--- src/rtl/omt_pkg.sv ---
package omt_pkg;

   typedef enum logic [1:0] {
      ST_IDLE = 2'd0,
      ST_REQ  = 2'd1,
      ST_CHK  = 2'd2
   } omt_state_e;

   localparam int STEPS     = 7;
   localparam int PASS_CNT  = 4;

   // number of Hamming check bits for single-error correction
   function automatic int omt_ham_bits(input int dw);
      int r;
      r = 0;
      while ((1 << r) < dw + r + 1) r++;
      return r;
   endfunction

   function automatic int omt_chk_width(input int mode, input int dw);
      return (mode == 0) ? 1 : omt_ham_bits(dw);
   endfunction

   // codeword position (from 1) of data bit i: i-th non-power-of-two
   function automatic int omt_data_pos(input int i);
      int cnt;
      cnt = 0;
      for (int k = 3; k < 256; k++) begin
         if ((k & (k - 1)) != 0) begin
            if (cnt == i) return k;
            cnt++;
         end
      end
      return 0;
   endfunction

   // data bits covered by check bit j
   function automatic logic [63:0] omt_cover(input int j, input int dw);
      logic [63:0] m;
      m = '0;
      for (int i = 0; i < dw; i++)
         if (((omt_data_pos(i) >> j) & 1) != 0) m[i] = 1'b1;
      return m;
   endfunction

endpackage

--- src/rtl/omt_checkgen.sv ---
module omt_checkgen import omt_pkg::*; #(
   parameter int DATA_W     = 8,
   parameter int CHECK_MODE = 1,
   parameter int CHK_W      = omt_chk_width(CHECK_MODE, DATA_W)
)(
   input  logic [DATA_W-1:0] data,
   output logic [CHK_W-1:0]  chk
);

   if (CHK_W != omt_chk_width(CHECK_MODE, DATA_W)) begin : g_bad_w
      $error("omt_checkgen: CHK_W does not match CHECK_MODE");
   end

   if (CHECK_MODE == 0) begin : g_parity
      assign chk = ^data;
   end else begin : g_hamming
      for (genvar j = 0; j < CHK_W; j++) begin : g_bit
         localparam logic [63:0] COVER = omt_cover(j, DATA_W);
         assign chk[j] = ^(data & COVER[DATA_W-1:0]);
      end
   end

endmodule

--- src/rtl/omt_walker.sv ---
module omt_walker #(
   parameter int ADDR_W = 4,
   parameter int DATA_W = 8
)(
   input  logic              clk,
   input  logic              rst_n,
   input  logic              clear,
   input  logic              advance,
   output logic [ADDR_W-1:0] addr,
   output logic [1:0]        pass,
   output logic [DATA_W-1:0] mask,
   output logic              last_word
);

   localparam int DEPTH = 1 << ADDR_W;
   localparam logic [ADDR_W-1:0] IDX_MAX = ADDR_W'(DEPTH - 1);

   logic [ADDR_W-1:0] idx_q;
   logic [1:0]        pass_q;
   logic [ADDR_W-1:0] offset;

   always_ff @(posedge clk or negedge rst_n) begin
      if (!rst_n) begin
         idx_q  <= '0;
         pass_q <= '0;
      end else if (clear) begin
         idx_q  <= '0;
         pass_q <= '0;
      end else if (advance) begin
         if (idx_q == IDX_MAX) begin
            idx_q  <= '0;
            pass_q <= pass_q + 2'd1;
         end else begin
            idx_q  <= idx_q + 1'b1;
         end
      end
   end

   // quarter-depth rotation per pass, wraps modulo DEPTH
   assign offset    = ADDR_W'(pass_q) << (ADDR_W - 2);
   assign addr      = idx_q + offset;
   assign pass      = pass_q;
   assign last_word = (idx_q == IDX_MAX) && (pass_q == 2'd3);

   for (genvar b = 0; b < DATA_W; b++) begin : g_mask
      assign mask[b] = ((int'(pass_q) % DATA_W) == b);
   end


   pass_hold_chk: assert property (@(posedge clk) disable iff (!rst_n)
      (advance && !clear && idx_q != IDX_MAX) |=> $stable(pass_q));


   mask_onehot_chk: assert property (@(posedge clk) disable iff (!rst_n)
      advance |-> $onehot(mask));

endmodule

--- src/rtl/omt_fault_rec.sv ---
module omt_fault_rec #(
   parameter int ADDR_W = 4
)(
   input  logic              clk,
   input  logic              rst_n,
   input  logic              clear,
   input  logic              hit,
   input  logic [ADDR_W-1:0] hit_addr,
   input  logic [1:0]        hit_pass,
   output logic              fail,
   output logic [ADDR_W-1:0] fail_addr,
   output logic [1:0]        fail_pass
);

   always_ff @(posedge clk or negedge rst_n) begin
      if (!rst_n) begin
         fail      <= 1'b0;
         fail_addr <= '0;
         fail_pass <= '0;
      end else if (clear) begin
         fail      <= 1'b0;
         fail_addr <= '0;
         fail_pass <= '0;
      end else if (hit && !fail) begin
         fail      <= 1'b1;
         fail_addr <= hit_addr;
         fail_pass <= hit_pass;
      end
   end


   fail_sticky_chk: assert property (@(posedge clk) disable iff (!rst_n)
      (fail && !clear) |=> (fail && $stable(fail_addr) && $stable(fail_pass)));

endmodule

--- src/rtl/online_march_tester.sv ---
module online_march_tester import omt_pkg::*; #(
   parameter  int DATA_W     = 8,
   parameter  int ADDR_W     = 4,
   parameter  int CHECK_MODE = 1,
   localparam int CHK_W      = omt_chk_width(CHECK_MODE, DATA_W)
)(
   input  logic              clk,
   input  logic              rst_n,
   input  logic              start,
   output logic              busy,
   output logic              done,
   output logic              fail,
   output logic [ADDR_W-1:0] fail_addr,
   output logic [1:0]        fail_pass,
   output logic              mem_req,
   input  logic              mem_gnt,
   output logic              mem_lock,
   output logic              mem_we,
   output logic [ADDR_W-1:0] mem_addr,
   output logic [DATA_W-1:0] mem_wdata,
   output logic [CHK_W-1:0]  mem_wchk,
   input  logic [DATA_W-1:0] mem_rdata,
   input  logic [CHK_W-1:0]  mem_rchk
);

   localparam logic [2:0] LAST_STEP = 3'(STEPS - 1);

   if (ADDR_W < 2) begin : g_bad_addr
      $error("online_march_tester: ADDR_W must be at least 2");
   end
   if (DATA_W < 2 || DATA_W > 64) begin : g_bad_data
      $error("online_march_tester: DATA_W must be in 2..64");
   end
   if (CHECK_MODE != 0 && CHECK_MODE != 1) begin : g_bad_mode
      $error("online_march_tester: CHECK_MODE must be 0 or 1");
   end

   omt_state_e        state_q;
   logic [2:0]        step_q;
   logic [DATA_W-1:0] orig_q;
   logic              done_q;

   logic [ADDR_W-1:0] w_addr;
   logic [1:0]        w_pass;
   logic [DATA_W-1:0] w_mask;
   logic              w_last;
   logic              launch;
   logic              advance;
   logic              word_end;
   logic [DATA_W-1:0] exp_d;
   logic [CHK_W-1:0]  rd_gen;
   logic              chk_bad;
   logic              data_bad;
   logic              hit;

   assign launch   = (state_q == ST_IDLE) && start;
   assign word_end = (state_q == ST_CHK) && (step_q == LAST_STEP);
   assign advance  = word_end && !w_last;

   omt_walker #(.ADDR_W(ADDR_W), .DATA_W(DATA_W)) u_walker (
      .clk       (clk),
      .rst_n     (rst_n),
      .clear     (launch),
      .advance   (advance),
      .addr      (w_addr),
      .pass      (w_pass),
      .mask      (w_mask),
      .last_word (w_last)
   );

   // expected word for the current step
   always_comb begin
      unique case (step_q)
         3'd1, 3'd2: exp_d = ~orig_q;
         3'd3, 3'd4: exp_d = orig_q ^ w_mask;
         default:    exp_d = orig_q;
      endcase
   end

   omt_checkgen #(.DATA_W(DATA_W), .CHECK_MODE(CHECK_MODE), .CHK_W(CHK_W)) u_wgen (
      .data (exp_d),
      .chk  (mem_wchk)
   );

   omt_checkgen #(.DATA_W(DATA_W), .CHECK_MODE(CHECK_MODE), .CHK_W(CHK_W)) u_rgen (
      .data (mem_rdata),
      .chk  (rd_gen)
   );

   assign chk_bad  = (mem_rchk != rd_gen);
   assign data_bad = (step_q != 3'd0) && (mem_rdata != exp_d);
   assign hit      = (state_q == ST_CHK) && (chk_bad || data_bad);

   omt_fault_rec #(.ADDR_W(ADDR_W)) u_fault (
      .clk       (clk),
      .rst_n     (rst_n),
      .clear     (launch),
      .hit       (hit),
      .hit_addr  (w_addr),
      .hit_pass  (w_pass),
      .fail      (fail),
      .fail_addr (fail_addr),
      .fail_pass (fail_pass)
   );

   always_ff @(posedge clk or negedge rst_n) begin
      if (!rst_n) begin
         state_q <= ST_IDLE;
         step_q  <= '0;
         orig_q  <= '0;
         done_q  <= 1'b0;
      end else begin
         done_q <= 1'b0;
         unique case (state_q)
            ST_IDLE: begin
               if (start) begin
                  state_q <= ST_REQ;
                  step_q  <= '0;
               end
            end
            ST_REQ: begin
               if (mem_gnt) begin
                  if (step_q[0]) step_q <= step_q + 3'd1;
                  else           state_q <= ST_CHK;
               end
            end
            ST_CHK: begin
               if (step_q == 3'd0) orig_q <= mem_rdata;
               if (step_q == LAST_STEP) begin
                  step_q <= '0;
                  if (w_last) begin
                     state_q <= ST_IDLE;
                     done_q  <= 1'b1;
                  end else begin
                     state_q <= ST_REQ;
                  end
               end else begin
                  step_q  <= step_q + 3'd1;
                  state_q <= ST_REQ;
               end
            end
            default: state_q <= ST_IDLE;
         endcase
      end
   end

   assign busy      = (state_q != ST_IDLE);
   assign done      = done_q;
   assign mem_req   = (state_q == ST_REQ);
   assign mem_we    = step_q[0];
   assign mem_addr  = w_addr;
   assign mem_wdata = exp_d;
   assign mem_lock  = (state_q == ST_CHK) || ((state_q == ST_REQ) && (step_q != 3'd0));


   req_hold_chk: assert property (@(posedge clk) disable iff (!rst_n)
      (mem_req && !mem_gnt) |=> (mem_req && $stable(mem_addr) && $stable(mem_we)
                                 && $stable(mem_wdata)));


   lock_grant_chk: assert property (@(posedge clk) disable iff (!rst_n)
      (mem_lock && mem_req) |-> mem_gnt);


   lock_busy_chk: assert property (@(posedge clk) disable iff (!rst_n)
      mem_lock |-> busy);


   done_pulse_chk: assert property (@(posedge clk) disable iff (!rst_n)
      done |-> (!busy ##1 !done));


   start_ignored_chk: assert property (@(posedge clk) disable iff (!rst_n)
      (busy && start && !word_end) |=> busy);

endmodule

--- config.mk ---
export PLATFORM = sky130hd
export DESIGN_NAME = online_march_tester
export DESIGN_NICKNAME = d
export VERILOG_FILES = /design/src/rtl/omt_pkg.sv /design/src/rtl/omt_checkgen.sv /design/src/rtl/omt_walker.sv /design/src/rtl/omt_fault_rec.sv /design/src/rtl/online_march_tester.sv
export SDC_FILE = /design/constraint.sdc
export NUM_CORES = 1
export LEC_CHECK = 0
export BUFFER_PORTS_ARGS = -buffer_cell sky130_fd_sc_hd__buf_2
export CORE_UTILIZATION = 45
export DETAILED_ROUTE_END_ITERATION = 8
export GPL_TIMING_DRIVEN = 1
export PLACE_DENSITY = 0.78
export SLEW_MARGIN = 5
export SYNTH_ARGS = -nofsm -noshare
export SYNTH_HDL_FRONTEND = slang
export SYNTH_SLANG_ARGS = --single-unit
--- constraint.sdc ---
create_clock -name clk -period 4.9 [get_ports clk]
set_input_delay 0.49 -clock clk [delete_from_list [all_inputs] [get_ports clk]]
set_output_delay 0.49 -clock clk [all_outputs]
set_load 0.1 [all_outputs]
# Word level (Yosys, flattened, before mapping)
# Index checks and enable logic that the tools add are counted.
[totals]
ff_bits = 27
in_bits = 16
output_inout_bits = 28
word_cells = 97
[classes]
addsub = 4
eq_ne = 18
muxes = 27
bitwise = 2
reduce_logical = 36
[op_table]
columns = ["op", "count"]
rows = [
  ["$reduce_xor 8->1", 8],
  ["$logic_not 32->1", 1],
  ["$mux 4", 5],
  ["$mux 2", 9],
  ["$pmux 8 s2", 1],
  ["$mux 3", 4],
  ["$pmux 3 s3", 1],
  ["$eq 2x2->1 const B", 4],
  ["$logic_and 1x1->1", 8],
  ["$ne 8x8->1", 1],
  ["$not 8->8", 1],
  ["$reduce_bool 2->1", 4],
  ["$xor 8x4->8", 1],
  ["$eq 3x2->1 const B", 2],
  ["$eq 3x3->1 const B", 2],
  ["$mux 1", 6],
  ["$pmux 2 s3", 1],
  ["$reduce_and 3->1", 2],
  ["$reduce_bool 3->1", 2],
  ["$add 4x1->4 const B", 1],
  ["$add 4x4->4", 1],
  ["$eq 2x1->1 const B", 2],
  ["$eq 4x4->1 const B", 1],
  ["$ne 2x1->1 const B", 2],
  ["other kinds (12)", 17],
]

# Depth between registers and ports, before layout
# Gate-level depths: netlist of the first run.
[depth]
depth_word = 10
ltp_mapped = 9
mapped_depth_nobuf = 9

# Modules after synthesis
# From an unflattened synthesis of the first run, not the netlist that was laid out.
[unflattened]
hier_cells = 221
hier_area_um2 = 2237.1
[modules_own_cells]
columns = ["module", "n_inst", "cells_each", "area_each_um2", "seq_area_each_um2"]
rows = [
  ["online_march_tester", 1, 129, 1236.2, 350.3],
  ["omt_walker", 1, 43, 415.4, 150.1],
  ["omt_fault_rec", 1, 29, 355.3, 175.2],
  ["omt_checkgen", 2, 10, 115.1, 0.0],
]

# Worst setup path before layout of the first run
# No wires, ideal clock.
[synth_path]
path_kind = "reg2out"
startpoint = "reg step_q[0]"
endpoint = "out mem_wchk[0]"
arrival_time_ns = 5.330
required_ns = 4.410
setup_slack_ns = -0.920
path_stages_with_launch = 7
path_buffers = 0
cell_sequence = "dfrtp_1 o21ba_2 a22oi_4 xnor2_1 xnor2_1 xor2_1 xnor2_1"
[synth_between]
elab_chain_len = 4
elab_cells_between_ends = 8
classes_between = "eq/ne: 4; mux: 1; reduce/logical: 3"
[synth_lines]
columns = ["element", "line", "source"]
rows = [
  ["start: declaration", "online_march_tester.sv:39", "logic [2:0] step_q;"],
  ["start signal: assignment", "online_march_tester.sv:123", "if (step_q[0]) step_q <= step_q + 3'd1;"],
  ["start signal: assignment", "online_march_tester.sv:138", "step_q <= step_q + 3'd1;"],
  ["$eq 3x2->1 (tied with other cells)", "online_march_tester.sv:73", "unique case (step_q)"],
  ["$reduce_or 2->1", "online_march_tester.sv:73", ""],
  ["$pmux 8 s2 (*)", "online_march_tester.sv:73", ""],
  ["via mem_wdata[1]", "online_march_tester.sv:20", "output logic [DATA_W-1:0] mem_wdata,"],
  ["$reduce_xor 8->1 (*)", "omt_checkgen.sv:19", "assign chk[j] = ^(data & COVER[DATA_W-1:0]);"],
  ["end: declaration", "online_march_tester.sv:21", "output logic [CHK_W-1:0] mem_wchk,"],
]
# Mark *: on every way through the listed nets, which the timed path passes. The rest lies on a longest branch.

# Worst setup path after layout of the first run
[layout_path]
startpoint = "reg u_walker.pass_q[1] (netlist: u_walker.pass[1])"
endpoint = "out mem_wchk[0]"
[layout_between]
elab_chain_len = 4
elab_cells_between_ends = 6
classes_between = "eq/ne: 2; mux: 1; bitwise: 1; reduce/logical: 2"
[layout_lines]
columns = ["element", "line", "source"]
rows = [
  ["start: declaration", "omt_walker.sv:19", "logic [1:0] pass_q;"],
  ["start signal: assignment", "omt_walker.sv:32", "pass_q <= pass_q + 2'd1;"],
  ["$logic_not 32->1 (tied with other cells)", "omt_walker.sv:46", "assign mask[b] = ((int'(pass_q) % DATA_W) == b);"],
  ["$xor 8x4->8 (*)", "online_march_tester.sv:75", "3'd3, 3'd4: exp_d = orig_q ^ w_mask;"],
  ["$pmux 8 s2 (*)", "online_march_tester.sv:73", ""],
  ["$reduce_xor 8->1 (*)", "omt_checkgen.sv:19", ""],
]
# Mark *: on every way between the ends. The rest lies on a longest branch, timed or not.

==> results of run 1 <==
==> metal layers <==
layer  global-route usage  part of all wire
met1                0.267              0.49
met2                0.266              0.47
met3               0.0245             0.037
met4               0.0400            0.0067
met5                    0                 0
==> kinds of logic after synthesis <==
group           synth area share
flops                      0.322
mux                       0.0572
simple gates               0.148
compound gates             0.147
xor+xnor                   0.222
fa+ha+maj                 0.0655
buf+inv                   0.0393
==> worst paths after layout <==
path,startpoint,depth (start not counted),endpoint
setup reg to reg,step_q[0],7,u_fault.fail_addr[0]
min in group clk,mem_rdata[1],2,orig_q[1]
max in group asynchronous,rst_n,1,step_q[0]
setup / recovery,u_walker.pass[1],9,mem_wchk[0]
hold / removal,rst_n,1,u_fault.fail_addr[1]
hold reg to reg,u_fault.fail_pass[0],2,u_fault.fail_pass[0]
==> layout by cell type (no fill, tap or decap), types with 2 or more instances in the layout <==
cell | netlist | layout
sky130_fd_sc_hd__and2_1 | 2 | 2
sky130_fd_sc_hd__o21ai_0 | 7 | 7
sky130_fd_sc_hd__ha_1 | 11 | 11
sky130_fd_sc_hd__nand3b_1 | 3 | 3
sky130_fd_sc_hd__a22oi_2 | 3 | 3
sky130_fd_sc_hd__xnor2_2 | 2 | 6
sky130_fd_sc_hd__xor2_1 | 11 | 10
sky130_fd_sc_hd__mux2i_1 | 3 | 3
sky130_fd_sc_hd__xnor2_1 | 34 | 30
sky130_fd_sc_hd__inv_1 | 8 | 8
sky130_fd_sc_hd__mux2_2 | 8 | 8
sky130_fd_sc_hd__nand2b_1 | 2 | 2
sky130_fd_sc_hd__buf_2 | 0 | 43
sky130_fd_sc_hd__nand3_1 | 7 | 7
sky130_fd_sc_hd__a21oi_1 | 9 | 9
sky130_fd_sc_hd__xor2_2 | 1 | 2
sky130_fd_sc_hd__nor2_1 | 12 | 12
sky130_fd_sc_hd__nor2b_1 | 2 | 2
sky130_fd_sc_hd__dfrtp_1 | 27 | 27
sky130_fd_sc_hd__nand4_1 | 2 | 2
sky130_fd_sc_hd__o21ai_1 | 5 | 5
sky130_fd_sc_hd__and3_1 | 2 | 2
sky130_fd_sc_hd__nand2_1 | 9 | 9
sky130_fd_sc_hd__nor3_1 | 5 | 5
sky130_fd_sc_hd__o211ai_1 | 2 | 2
sky130_fd_sc_hd__clkbuf_8 | 0 | 3
==> synthesized netlist by cell type (2+ instances only) <==
library cell                n
sky130_fd_sc_hd__a21oi_1    9
sky130_fd_sc_hd__a22oi_2    3
sky130_fd_sc_hd__and2_1     2
sky130_fd_sc_hd__and3_1     2
sky130_fd_sc_hd__buf_4      3
sky130_fd_sc_hd__clkbuf_1   5
sky130_fd_sc_hd__dfrtp_1   27
sky130_fd_sc_hd__ha_1      11
sky130_fd_sc_hd__inv_1      8
sky130_fd_sc_hd__mux2_2     8
sky130_fd_sc_hd__mux2i_1    3
sky130_fd_sc_hd__nand2_1    9
sky130_fd_sc_hd__nand2b_1   2
sky130_fd_sc_hd__nand3_1    7
sky130_fd_sc_hd__nand3b_1   3
sky130_fd_sc_hd__nand4_1    2
sky130_fd_sc_hd__nor2_1    12
sky130_fd_sc_hd__nor2b_1    2
sky130_fd_sc_hd__nor3_1     5
sky130_fd_sc_hd__o211ai_1   2
sky130_fd_sc_hd__o21ai_0    7
sky130_fd_sc_hd__o21ai_1    5
sky130_fd_sc_hd__xnor2_1   34
sky130_fd_sc_hd__xnor2_2    2
sky130_fd_sc_hd__xor2_1    11
==> sequential cells by signal, summed over array words and instances, names as in the netlist <==
register	flops
state_q	2
step_q	3
done	1
u_fault.fail_addr	4
u_fault.fail	1
u_walker.pass	2
u_walker.idx_q	4
u_fault.fail_pass	2
orig_q	8
==> layout make-up <==
type / instances / area [sq um]
fillers: 408 / 2000
multi-input cells: 164 / 1380
flip-flops and latches: 27 / 676
repair buffers: 43 / 215
well taps: 52 / 65.1
clock buffers: 3 / 41.3
inverters: 8 / 30.0
clock inverters: 1 / 5.00
==> critical path, delay by kind of cell, from the launching register on <==
family	cells	cell delay, ns
AO/OA/AOI/OAI	1	0.22
XOR/XNOR	4	0.75
adder cells (fa/ha/maj)	1	0.23
buffers and inverters	2	0.52
flip-flops	1	0.48
AND/OR/NAND/NOR	1	0.23
==> through the flow <==
| stage | util | hold slack [ns] |
|---|---|---|
| finish | 0.546 | 0.216 |
| global route | 0.546 | 0.270 |
| CTS | 0.546 | 0.247 |
| detailed placement | 0.536 | 0.528 |
| global placement | 0.536 | 0.516 |
| floorplan | - | 0.194 |
==> impl_metrics.sql, run 1 <==
INSERT INTO impl_metrics (metric_group, metric, value, unit) VALUES
('run_status', 'run_status', 'complete, no violations', ''),
('die', 'die_width', '70.3', 'um'),
('critical_path', 'cp-end-kind', 'output port', ''),
('clock_network', 'cts.sinks', '27', ''),
('placed_design', 'dpl.cell_count', '294', ''),
('clock_network', 'htree_num_levels', '1', ''),
('drt', 'dr.pass1.iters', '4', ''),
('timing', 'tightest_slew', '0.621', 'ns'),
('synth', 'netlist_top_cells_area', 'sky130_fd_sc_hd__dfrtp_1 (32%), sky130_fd_sc_hd__xnor2_1 (14%), sky130_fd_sc_hd__ha_1 (6.6%)', ''),
('timing', 'fmax', '312', 'MHz'),
('timing', 'maxSlewViolCount', '0', ''),
('synth', 'post-synth-top-area-fraction', '0.322', ''),
('synth', 'synth.avg_cell_area', '10.1', 'sq um'),
('clock_network', 'worst_skew_pair.late_latency', '0.27', 'ns'),
('placed_design', 'placedInstanceArea', '2370', 'sq um'),
('critical_path', 'regToRegSetupSlack', '2.51', 'ns'),
('timing', 'period_needed', '3.20', 'ns'),
('critical_path', 'critical-path-slowest-cell', 'sky130_fd_sc_hd__dfrtp_1', ''),
('global_route', 'overall_routing_resource_usage', '0.176', ''),
('placed_design', 'hpwl', '3150', 'um'),
('drt', 'remaining_drc_errors', '0', ''),
('synth', 'synth-seq-cells', '27', ''),
('timing', 'timing.final.ws_setup', '1.70', 'ns'),
('global_route', 'grt.overflow.total', '0', ''),
('timing', 'final.setup.tns', '0', 'ns'),
('drt', 'final_antenna_net_count', '0', ''),
('clock_network', 'cts_hold_buf', '0', ''),
('critical_path', 'timing.setup.critical_path_class', 'register to output port', ''),
('clock_network', 'clock_transition_time_at_the_flip_flop_clock_pins_of_the_worst_setup_and_hold_paths', '0.10', 'ns'),
('clock_network', 'clockBufferDepth', '2', ''),
('die', 'floorplan.die_area', '4950', 'sq um'),
('synth', 'post_synth_instance_area', '2100', 'sq um'),
('global_route', 'grt_antenna_before_repair', '0', ''),
('synth', 'net_count_after_synthesis', '235', ''),
('die', 'initial_core_util', '0.476', ''),
('critical_path', 'critical_path_arrival', '2.71', 'ns'),
('final_layout', 'design_area', '2410', 'sq um'),
('die', 'fp.coreArea', '4410', 'sq um'),
('synth', 'synth-edff-count', '0', ''),
('timing', 'setup_viol', '0', ''),
('global_route', 'number_of_global_route_vias_before_repair', '1475', ''),
('placed_design', 'place_worst_setup_slack', '1.98', 'ns'),
('min_path', 'min_path_type', 'primary input to async pin', ''),
('timing', 'slew_headroom', '0.586', ''),
('clock_network', 'tritoncts.num_buffers', '3', ''),
('die', 'pin_count', '44', ''),
('final_layout', 'syn2layout_area_growth', '14.8', '%'),
('critical_path', 'crit_fanout', '6', ''),
('placed_design', 'io_buffer_count', '43', ''),
('timing', 'rsz_0062_raised_after_global_routing', 'no', ''),
('critical_path', 'crit_path_cell_trace', 'inv_1, ha_1, nand3b_2, a22oi_4, xnor2_2, xnor2_1, xor2_1, xnor2_2, buf_2', ''),
('timing', 'finalHoldViolCount', '0', ''),
('run', 'cap_viol_max_count', '0', ''),
('critical_path', 'max_stage_delay', '0.48', 'ns'),
('synth', 'yosys_most_used_dff', 'sky130_fd_sc_hd__dfrtp_1', ''),
('global_route', 'grt_start_max_net_pins', '28', ''),
('drt', 'drt_first_iter_violations', '58', ''),
('drt', 'wl_per_cell', '13.5', 'um'),
('synth', 'warnings_synthesis', '0', ''),
('final_layout', 'fin_nets', '274', ''),
('final_layout', 'layout.cells.non_filler', '298', ''),
('critical_path', 'cp_data_required_time', '4.41', 'ns'),
('synth', 'async_flop_share', '1.00', ''),
('global_route', 'grt_first_pass_wirelength', '7070', 'um'),
('drt', 'num_vias', '1581', ''),
('placed_design', 'place_congestion', '0.793', ''),
('die', 'chipHeight', '70.3', 'um'),
('drt', 'drt-vias-per-instance', '5.31', ''),
('timing', 'clock_skew', '0.00953', 'ns'),
('clock_network', 'clock_tree.root_cell', 'sky130_fd_sc_hd__clkbuf_8', ''),
('synth', 'post_synth_inst_count', '208', ''),
('drt', 'detail_route.wirelength', '4030', 'um'),
('clock_network', 'postCtsSetupBuffers', '0', ''),
('synth', 'synth_sequential_area_ratio', '0.322', ''),
('critical_path', 'worstSetupStartpointType', 'register', ''),
('final_layout', 'final_layout_size_suffix_gt1_frac', '0.305', ''),
('critical_path', 'cpMostUsedCell', 'sky130_fd_sc_hd__xnor2_2', ''),
('clock_network', 'ctsResizeCount', '0', ''),
('die', 'core.rowCount', '24', ''),
('synth', 'yosysTopAreaCell', 'sky130_fd_sc_hd__dfrtp_1', ''),
('clock_network', 'tritoncts', 'built', ''),
('synth', 'ys_types', '49', ''),
('final_layout', 'n_antenna_cell', '0', ''),
('timing', 'post-route-period-util', '0.654', '');
Power of run 1 is left out: the tool's default activity adds up to more than one toggle a clock period on the data nets, which glitch-free logic cannot reach.
==> inputs of run 2 (changes only) <==
Settings changed: PLACE_DENSITY 0.78 to 0.8.
Clock period 4.9 ns to 2.6 ns, I/O delays scaled along.
==> impl_metrics.sql, run 2 (synthesis gave the netlist of run 1 again) <==
INSERT INTO impl_metrics (metric_group, metric, value, unit) VALUES
('drt', 'num_vias', '1704', ''),
('critical_path', 'timing.setup.critical_path_class', 'register to output port', ''),
('die', 'fp.coreArea', '4410', 'sq um'),
('global_route', 'number_of_global_route_vias_before_repair', '1661', ''),
('clock_network', 'clock_transition_time_at_the_flip_flop_clock_pins_of_the_worst_setup_and_hold_paths', '0.09', 'ns'),
('drt', 'drt_first_iter_violations', '22', ''),
('timing', 'maxSlewViolCount', '0', ''),
('final_layout', 'fin_nets', '294', ''),
('timing', 'clock_skew', '0.00385', 'ns'),
('critical_path', 'critical_path_arrival', '2.31', 'ns'),
('min_path', 'min_path_type', 'primary input to async pin', ''),
('die', 'pin_count', '44', ''),
('placed_design', 'dpl.cell_count', '298', ''),
('clock_network', 'tritoncts', 'built', ''),
('global_route', 'overall_routing_resource_usage', '0.183', ''),
('placed_design', 'place_congestion', '0.785', ''),
('die', 'core.rowCount', '24', ''),
('timing', 'final.hold.worst_slack', '-0.0129', 'ns'),
('critical_path', 'max_stage_delay', '0.54', 'ns'),
('global_route', 'grt_start_max_net_pins', '28', ''),
('critical_path', 'cp_data_required_time', '2.34', 'ns'),
('critical_path', 'cpMostUsedCell', 'sky130_fd_sc_hd__xnor2_4', ''),
('timing', 'finalHoldViolCount', '27', ''),
('final_layout', 'largest_register_ffs', '8', ''),
('drt', 'wl_per_cell', '14.1', 'um'),
('global_route', 'grt_antenna_before_repair', '0', ''),
('die', 'floorplan.die_area', '4950', 'sq um'),
('run', 'cap_viol_max_count', '0', ''),
('final_layout', 'fillers', '336', ''),
('placed_design', 'hpwl', '3340', 'um'),
('drt', 'detail_route.wirelength', '4490', 'um'),
('die', 'initial_core_util', '0.476', ''),
('clock_network', 'cts.sinks', '27', ''),
('critical_path', 'worstSetupStartpointType', 'register', ''),
('placed_design', 'io_buffer_count', '43', ''),
('clock_network', 'clockBufferDepth', '2', ''),
('drt', 'final_antenna_net_count', '0', ''),
('critical_path', 'cp-end-kind', 'output port', ''),
('timing', 'fmax', '389', 'MHz'),
('final_layout', 'layout.cells.non_filler', '318', ''),
('critical_path', 'crit_path_cell_trace', 'nor3b_4, buf_6, a22oi_4, xnor2_4, xnor2_4, xor2_4, xnor2_4, buf_12', ''),
('run_status', 'violations', 'hold timing', ''),
('final_layout', 'finalCoreUtilization', '0.645', ''),
('global_route', 'grt.overflow.total', '0', ''),
('clock_network', 'htree_num_levels', '1', ''),
('final_layout', 'commonest_non_fill_non_tap_cells_in_the_layout', 'sky130_fd_sc_hd__buf_2 (40), sky130_fd_sc_hd__xnor2_1 (25), sky130_fd_sc_hd__dfrtp_1 (22)', ''),
('final_layout', 'largest-register', 'orig_q', ''),
('die', 'die_width', '70.3', 'um'),
('drt', 'drt-vias-per-instance', '5.36', ''),
('clock_network', 'clock_tree.root_cell', 'sky130_fd_sc_hd__clkbuf_8', ''),
('die', 'chipHeight', '70.3', 'um'),
('critical_path', 'critical-path-slowest-cell', 'sky130_fd_sc_hd__dfrtp_4', ''),
('global_route', 'grt_first_pass_wirelength', '7350', 'um'),
('drt', 'remaining_drc_errors', '0', ''),
('clock_network', 'worst_skew_pair.late_latency', '0.27', 'ns'),
('clock_network', 'tritoncts.num_buffers', '3', ''),
('final_layout', 'final_layout_size_suffix_gt1_frac', '0.417', ''),
('timing', 'period_needed', '2.57', 'ns'),
('timing', 'rsz_0062_raised_after_global_routing', 'yes', ''),
('drt', 'dr.pass1.iters', '4', ''),
('timing', 'slew_headroom', '0.590', ''),
('timing', 'post-route-period-util', '0.988', ''),
('clock_network', 'cts_hold_buf', '0', ''),
('timing', 'setup_viol', '0', ''),
('critical_path', 'crit_fanout', '7', ''),
('final_layout', 'n_antenna_cell', '0', ''),
('run_status', 'run_status', 'finished with violations', ''),
('critical_path', 'regToRegSetupSlack', '0.22', 'ns'),
('final_layout', 'final_common_cell', 'sky130_fd_sc_hd__buf_2', ''),
('final_layout', 'biggestRegsByFlops', 'orig_q: 8 flops, u_fault.fail_addr: 4 flops, u_walker.idx_q: 4 flops', ''),
('timing', 'final.setup.tns', '0', 'ns'),
('final_layout', 'syn2layout_area_growth', '35.5', '%'),
('timing', 'tightest_slew', '0.615', 'ns');
==> run 2: cell count changes in the layout (fill, tap and decap cells not counted), sizes merged <==
cell,previous run,this run
clkinv,1,0
buf,43,63
clkbuf,3,4
==> run 2: repair_timing <==
action / 4_1_cts / 5_1_grt
setup buffers: 5 / 11
gates resized for setup: 6 / 5
pin swaps: 5 / 9
hold endpoints to repair: 0 / 0
setup endpoints to repair: 2 / 3
==> run 2: cell type report <==
type / instances / area [sq um] / area share
Clock buffer: 4 / 45.0 / 0.0158
Tap cell: 52 / 65.1 / 0.0229
Inverter: 8 / 30.0 / 0.0105
Timing Repair Buffer: 63 / 418 / 0.147
Multi-Input combinational cell: 164 / 1600 / 0.564
Sequential cell: 27 / 684 / 0.240
==> run 2: worst max-delay path, delay by kind of cell (launching register included) <==
family | cells | cell delay [ns]
buffers and inverters | 2 | 0.35
flip-flops | 1 | 0.54
XOR/XNOR | 4 | 0.77
AO/OA/AOI/OAI | 1 | 0.10
AND/OR/NAND/NOR | 1 | 0.28
==> run 2: metrics by stage <==
stage | setup slack, ns | cell area [sq um]
floorplan | -0.618 | 2330
global placement | 0.147 | 2630
detailed placement | 0.0808 | 2630
CTS | 0.00710 | 2740
global route | -0.0681 | 2850
finish | 0.0323 | 2850
==> run 2: per-layer routing <==
metal  track usage  wire (um)
met1         0.231       1960
met2         0.321       2290
met3        0.0303        169
met4        0.0511         68
met5             0          0
==> run 2: path summary, 6_finish.rpt <==
kind | to | depth (start not counted) | startpoint
max | mem_wchk[0] | 8 | step_q[0]
min | state_q[1] | 1 | rst_n
max reg2reg | u_fault.fail_addr[2] | 9 | step_q[0]
min reg2reg | u_fault.fail_addr[3] | 2 | u_fault.fail_addr[3]
max in group asynchronous | step_q[0] | 1 | rst_n
min in group clk | orig_q[1] | 2 | mem_rdata[1]
Power of run 2 is left out for the same reason.
==> inputs of run 3 (changes only) <==
Settings changed: ABC_AREA set to 1.
==> impl_metrics.sql, run 3 <==
INSERT INTO impl_metrics (metric_group, metric, value, unit) VALUES
('clock_network', 'tritoncts', 'built', ''),
('min_path', 'min_path_type', 'primary input to register', ''),
('critical_path', 'path_buf_inv', '1', ''),
('clock_network', 'htree_num_levels', '1', ''),
('synth', 'warnings_synthesis', '0', ''),
('timing', 'finalHoldViolCount', '0', ''),
('critical_path', 'worstReg2RegEnd', 'u_fault.fail_addr[1]', ''),
('critical_path', 'length_in_cells_of_the_worst_reg_to_reg_path', '16', ''),
('clock_network', 'clock_transition_time_at_the_flip_flop_clock_pins_of_the_worst_setup_and_hold_paths', '0.10', 'ns'),
('clock_network', 'tritoncts.num_buffers', '3', ''),
('synth', 'yosys_most_used_dff', 'sky130_fd_sc_hd__dfrtp_1', ''),
('die', 'die_width', '70.0', 'um'),
('synth', 'post_synth_instance_area', '2080', 'sq um'),
('clock_network', 'clock_tree.root_cell', 'sky130_fd_sc_hd__clkbuf_8', ''),
('critical_path', 'regToRegSetupSlack', '0.54', 'ns'),
('timing', 'fmax', '405', 'MHz'),
('placed_design', 'hpwl', '3550', 'um'),
('drt', 'detail_route.wirelength', '4400', 'um'),
('die', 'pin_count', '44', ''),
('critical_path', 'max_stage_delay', '0.47', 'ns'),
('timing', 'setup_viol', '0', ''),
('synth', 'synth-seq-cells', '27', ''),
('final_layout', 'finalCoreUtilization', '0.562', ''),
('global_route', 'number_of_global_route_vias_before_repair', '1812', ''),
('synth', 'netlist_top_cells_area', 'sky130_fd_sc_hd__dfrtp_1 (32%), sky130_fd_sc_hd__nand2_1 (11%), sky130_fd_sc_hd__xor2_1 (8.0%)', ''),
('placed_design', 'io_buffer_count', '43', ''),
('timing', 'tightest_slew', '0.605', 'ns'),
('die', 'chipHeight', '70.0', 'um'),
('critical_path', 'cp_data_required_time', '2.34', 'ns'),
('min_path', 'hp-start', 'mem_rdata[4]', ''),
('critical_path', 'crit_path_cell_trace', 'o21ai_1, nand3_1, nand2_1, nand2_1, nand2_2, xor2_1, xnor2_2, buf_4', ''),
('die', 'initial_core_util', '0.472', ''),
('drt', 'drt-vias-per-instance', '4.94', ''),
('global_route', 'grt_antenna_before_repair', '0', ''),
('clock_network', 'worst_skew_pair.late_latency', '0.28', 'ns'),
('die', 'floorplan.die_area', '4910', 'sq um'),
('timing', 'slew_headroom', '0.597', ''),
('synth', 'post-synth-top-area-fraction', '0.324', ''),
('timing', 'post-route-period-util', '0.951', ''),
('drt', 'wl_per_cell', '11.7', 'um'),
('run_status', 'run_status', 'complete, no violations', ''),
('final_layout', 'commonest_non_fill_non_tap_cells_in_the_layout', 'sky130_fd_sc_hd__nand2_1 (59), sky130_fd_sc_hd__inv_1 (42), sky130_fd_sc_hd__buf_2 (40)', ''),
('critical_path', 'cp-end-kind', 'output port', ''),
('final_layout', 'largest-register', 'orig_q', ''),
('min_path', 'worstHoldEndpoint', 'orig_q[4]', ''),
('synth', 'synthMostInstantiatedCell', 'sky130_fd_sc_hd__nand2_1', ''),
('clock_network', 'cts.sinks', '27', ''),
('drt', 'drt_first_iter_violations', '51', ''),
('synth', 'ys_types', '26', ''),
('final_layout', 'final_common_cell', 'sky130_fd_sc_hd__nand2_1', ''),
('timing', 'clock_skew', '0.0138', 'ns'),
('drt', 'dr.pass1.iters', '4', ''),
('global_route', 'grt.overflow.total', '0', ''),
('timing', 'period_needed', '2.47', 'ns'),
('die', 'fp.coreArea', '4410', 'sq um'),
('clock_network', 'postCtsSetupBuffers', '0', ''),
('synth', 'yosysTopAreaCell', 'sky130_fd_sc_hd__dfrtp_1', ''),
('synth', 'net_count_after_synthesis', '310', ''),
('critical_path', 'timing.setup.critical_path_class', 'register to output port', ''),
('final_layout', 'largest_register_ffs', '8', ''),
('critical_path', 'crit_family', 'simple AND/OR/NAND/NOR gates', ''),
('drt', 'final_antenna_net_count', '0', ''),
('drt', 'remaining_drc_errors', '0', ''),
('final_layout', 'final-seq-area', '677', 'sq um'),
('critical_path', 'cpMostUsedCell', 'sky130_fd_sc_hd__nand2_1', ''),
('global_route', 'overall_routing_resource_usage', '0.187', ''),
('final_layout', 'fillers', '421', ''),
('final_layout', 'n_antenna_cell', '0', ''),
('critical_path', 'crit_fanout', '7', ''),
('synth', 'synth_sequential_area_ratio', '0.324', ''),
('critical_path', 'worst_r2r_src', 'step_q[2]', ''),
('global_route', 'grt_start_max_net_pins', '28', ''),
('die', 'core.rowCount', '24', ''),
('final_layout', 'fin_nets', '354', ''),
('clock_network', 'clockBufferDepth', '2', ''),
('synth', 'synth.avg_cell_area', '7.36', 'sq um'),
('drt', 'num_vias', '1867', ''),
('timing', 'maxSlewViolCount', '0', ''),
('final_layout', 'final_layout_size_suffix_gt1_frac', '0.245', ''),
('critical_path', 'critical-path-slowest-cell', 'sky130_fd_sc_hd__dfrtp_2', ''),
('synth', 'yosys-top-cells-count', 'sky130_fd_sc_hd__nand2_1 (62), sky130_fd_sc_hd__inv_1 (42), sky130_fd_sc_hd__dfrtp_1 (27)', ''),
('final_layout', 'syn2layout_area_growth', '19.0', '%'),
('critical_path', 'worstSetupStartpointType', 'register', ''),
('final_layout', 'biggestRegsByFlops', 'orig_q: 8 flops, u_fault.fail_addr: 4 flops, u_walker.idx_q: 4 flops', ''),
('final_layout', 'design_area', '2480', 'sq um'),
('min_path', 'worst_hold_path.num_cells', '3', ''),
('global_route', 'grt_first_pass_wirelength', '7610', 'um'),
('synth', 'synth-edff-count', '0', ''),
('run', 'cap_viol_max_count', '0', ''),
('critical_path', 'critical_path_arrival', '2.21', 'ns'),
('final_layout', 'multiInputGateArea', '1270', 'sq um'),
('synth', 'post_synth_inst_count', '283', ''),
('synth', 'async_flop_share', '1.00', ''),
('placed_design', 'placedInstanceArea', '2380', 'sq um'),
('placed_design', 'place_congestion', '0.807', '');
[run 3: cell types whose count changed in the layout (fill, tap and decap cells not counted), sizes merged, moves of 4 or more]
cell,before,now
nand3,7,30
inv,8,44
a21oi,10,4
buf,63,44
nand2,9,77
mux2,8,0
o21ai,13,20
nor2,12,19
xnor2,36,13
xor2,12,19
a22oi,4,0
[run 3: routing by layer]
layer,vias to the layer above,GRT usage,routed length (um),share of wire
li1,967,-,-,-
met1,845,0.239,2040,0.46
met2,50,0.331,2130,0.48
met3,5,0.0188,182,0.041
met4,0,0.0600,59,0.013
met5,-,0,0,0
[run 3: final cells by class]
cell class                 count  area share
clock buffer                   3      0.0166
clock inverter                 1     0.00303
inverter                      44      0.0666
multi-input combinational    206       0.513
sequential                    27       0.273
tap                           52      0.0262
timing repair buffer          45       0.102
[run 3: how the worst max path moves through the flow]
| stage | slack, ns | depth (start not counted) | startpoint | end |
|---|---|---|---|---|
| after CTS | 0.04 | 8 | step_q[2] | mem_wchk[0] |
| after floorplan | -0.10 | 8 | step_q[0] | mem_wchk[2] |
| after detailed placement | 0.29 | 7 | step_q[2] | mem_wchk[2] |
| after global routing | -0.02 | 10 | step_q[2] | mem_wchk[1] |
| final | 0.13 | 8 | step_q[0] | mem_wchk[2] |
| after global placement | 0.35 | 8 | step_q[0] | mem_wchk[1] |
[run 3: repair_timing]
action	4_1_cts	5_1_grt
resized for setup	2	5
hold endpoints to repair	27	0
hold buffers	1	0
setup endpoints to repair	2	3
[run 3: worst min-delay path: cells and delay by family]
| family | cells | cell delay [ns] |
|---|---|---|
| AO/OA/AOI/OAI | 1 | 0.09 |
| buffers and inverters | 2 | 0.18 |
[run 3: kinds of logic (layout without fill, tap and decap cells)]
| group | Yosys count | in the layout | share of synthesized area |
|---|---|---|---|
| flops | 27 | 27 | 0.324 |
| buf+inv | 50 | 93 | 0.0973 |
| xor+xnor | 32 | 32 | 0.135 |
| fa+ha+maj | 11 | 11 | 0.0661 |
| compound gates | 28 | 28 | 0.0703 |
| simple gates | 135 | 135 | 0.308 |
[run 3: through the flow]
stage	setup WS (ns)	TNS [ns]	hold WS, ns	std cells
after floorplan	-0.105	-0.105	-0.0356	283
after global placement	0.353	0	0.299	373
after detailed placement	0.292	0	0.305	373
after CTS	0.0384	0	0.288	378
after global routing	-0.0227	-0.0227	0.323	378
final	0.128	0	0.293	378
Power of run 3 is left out for the same reason.
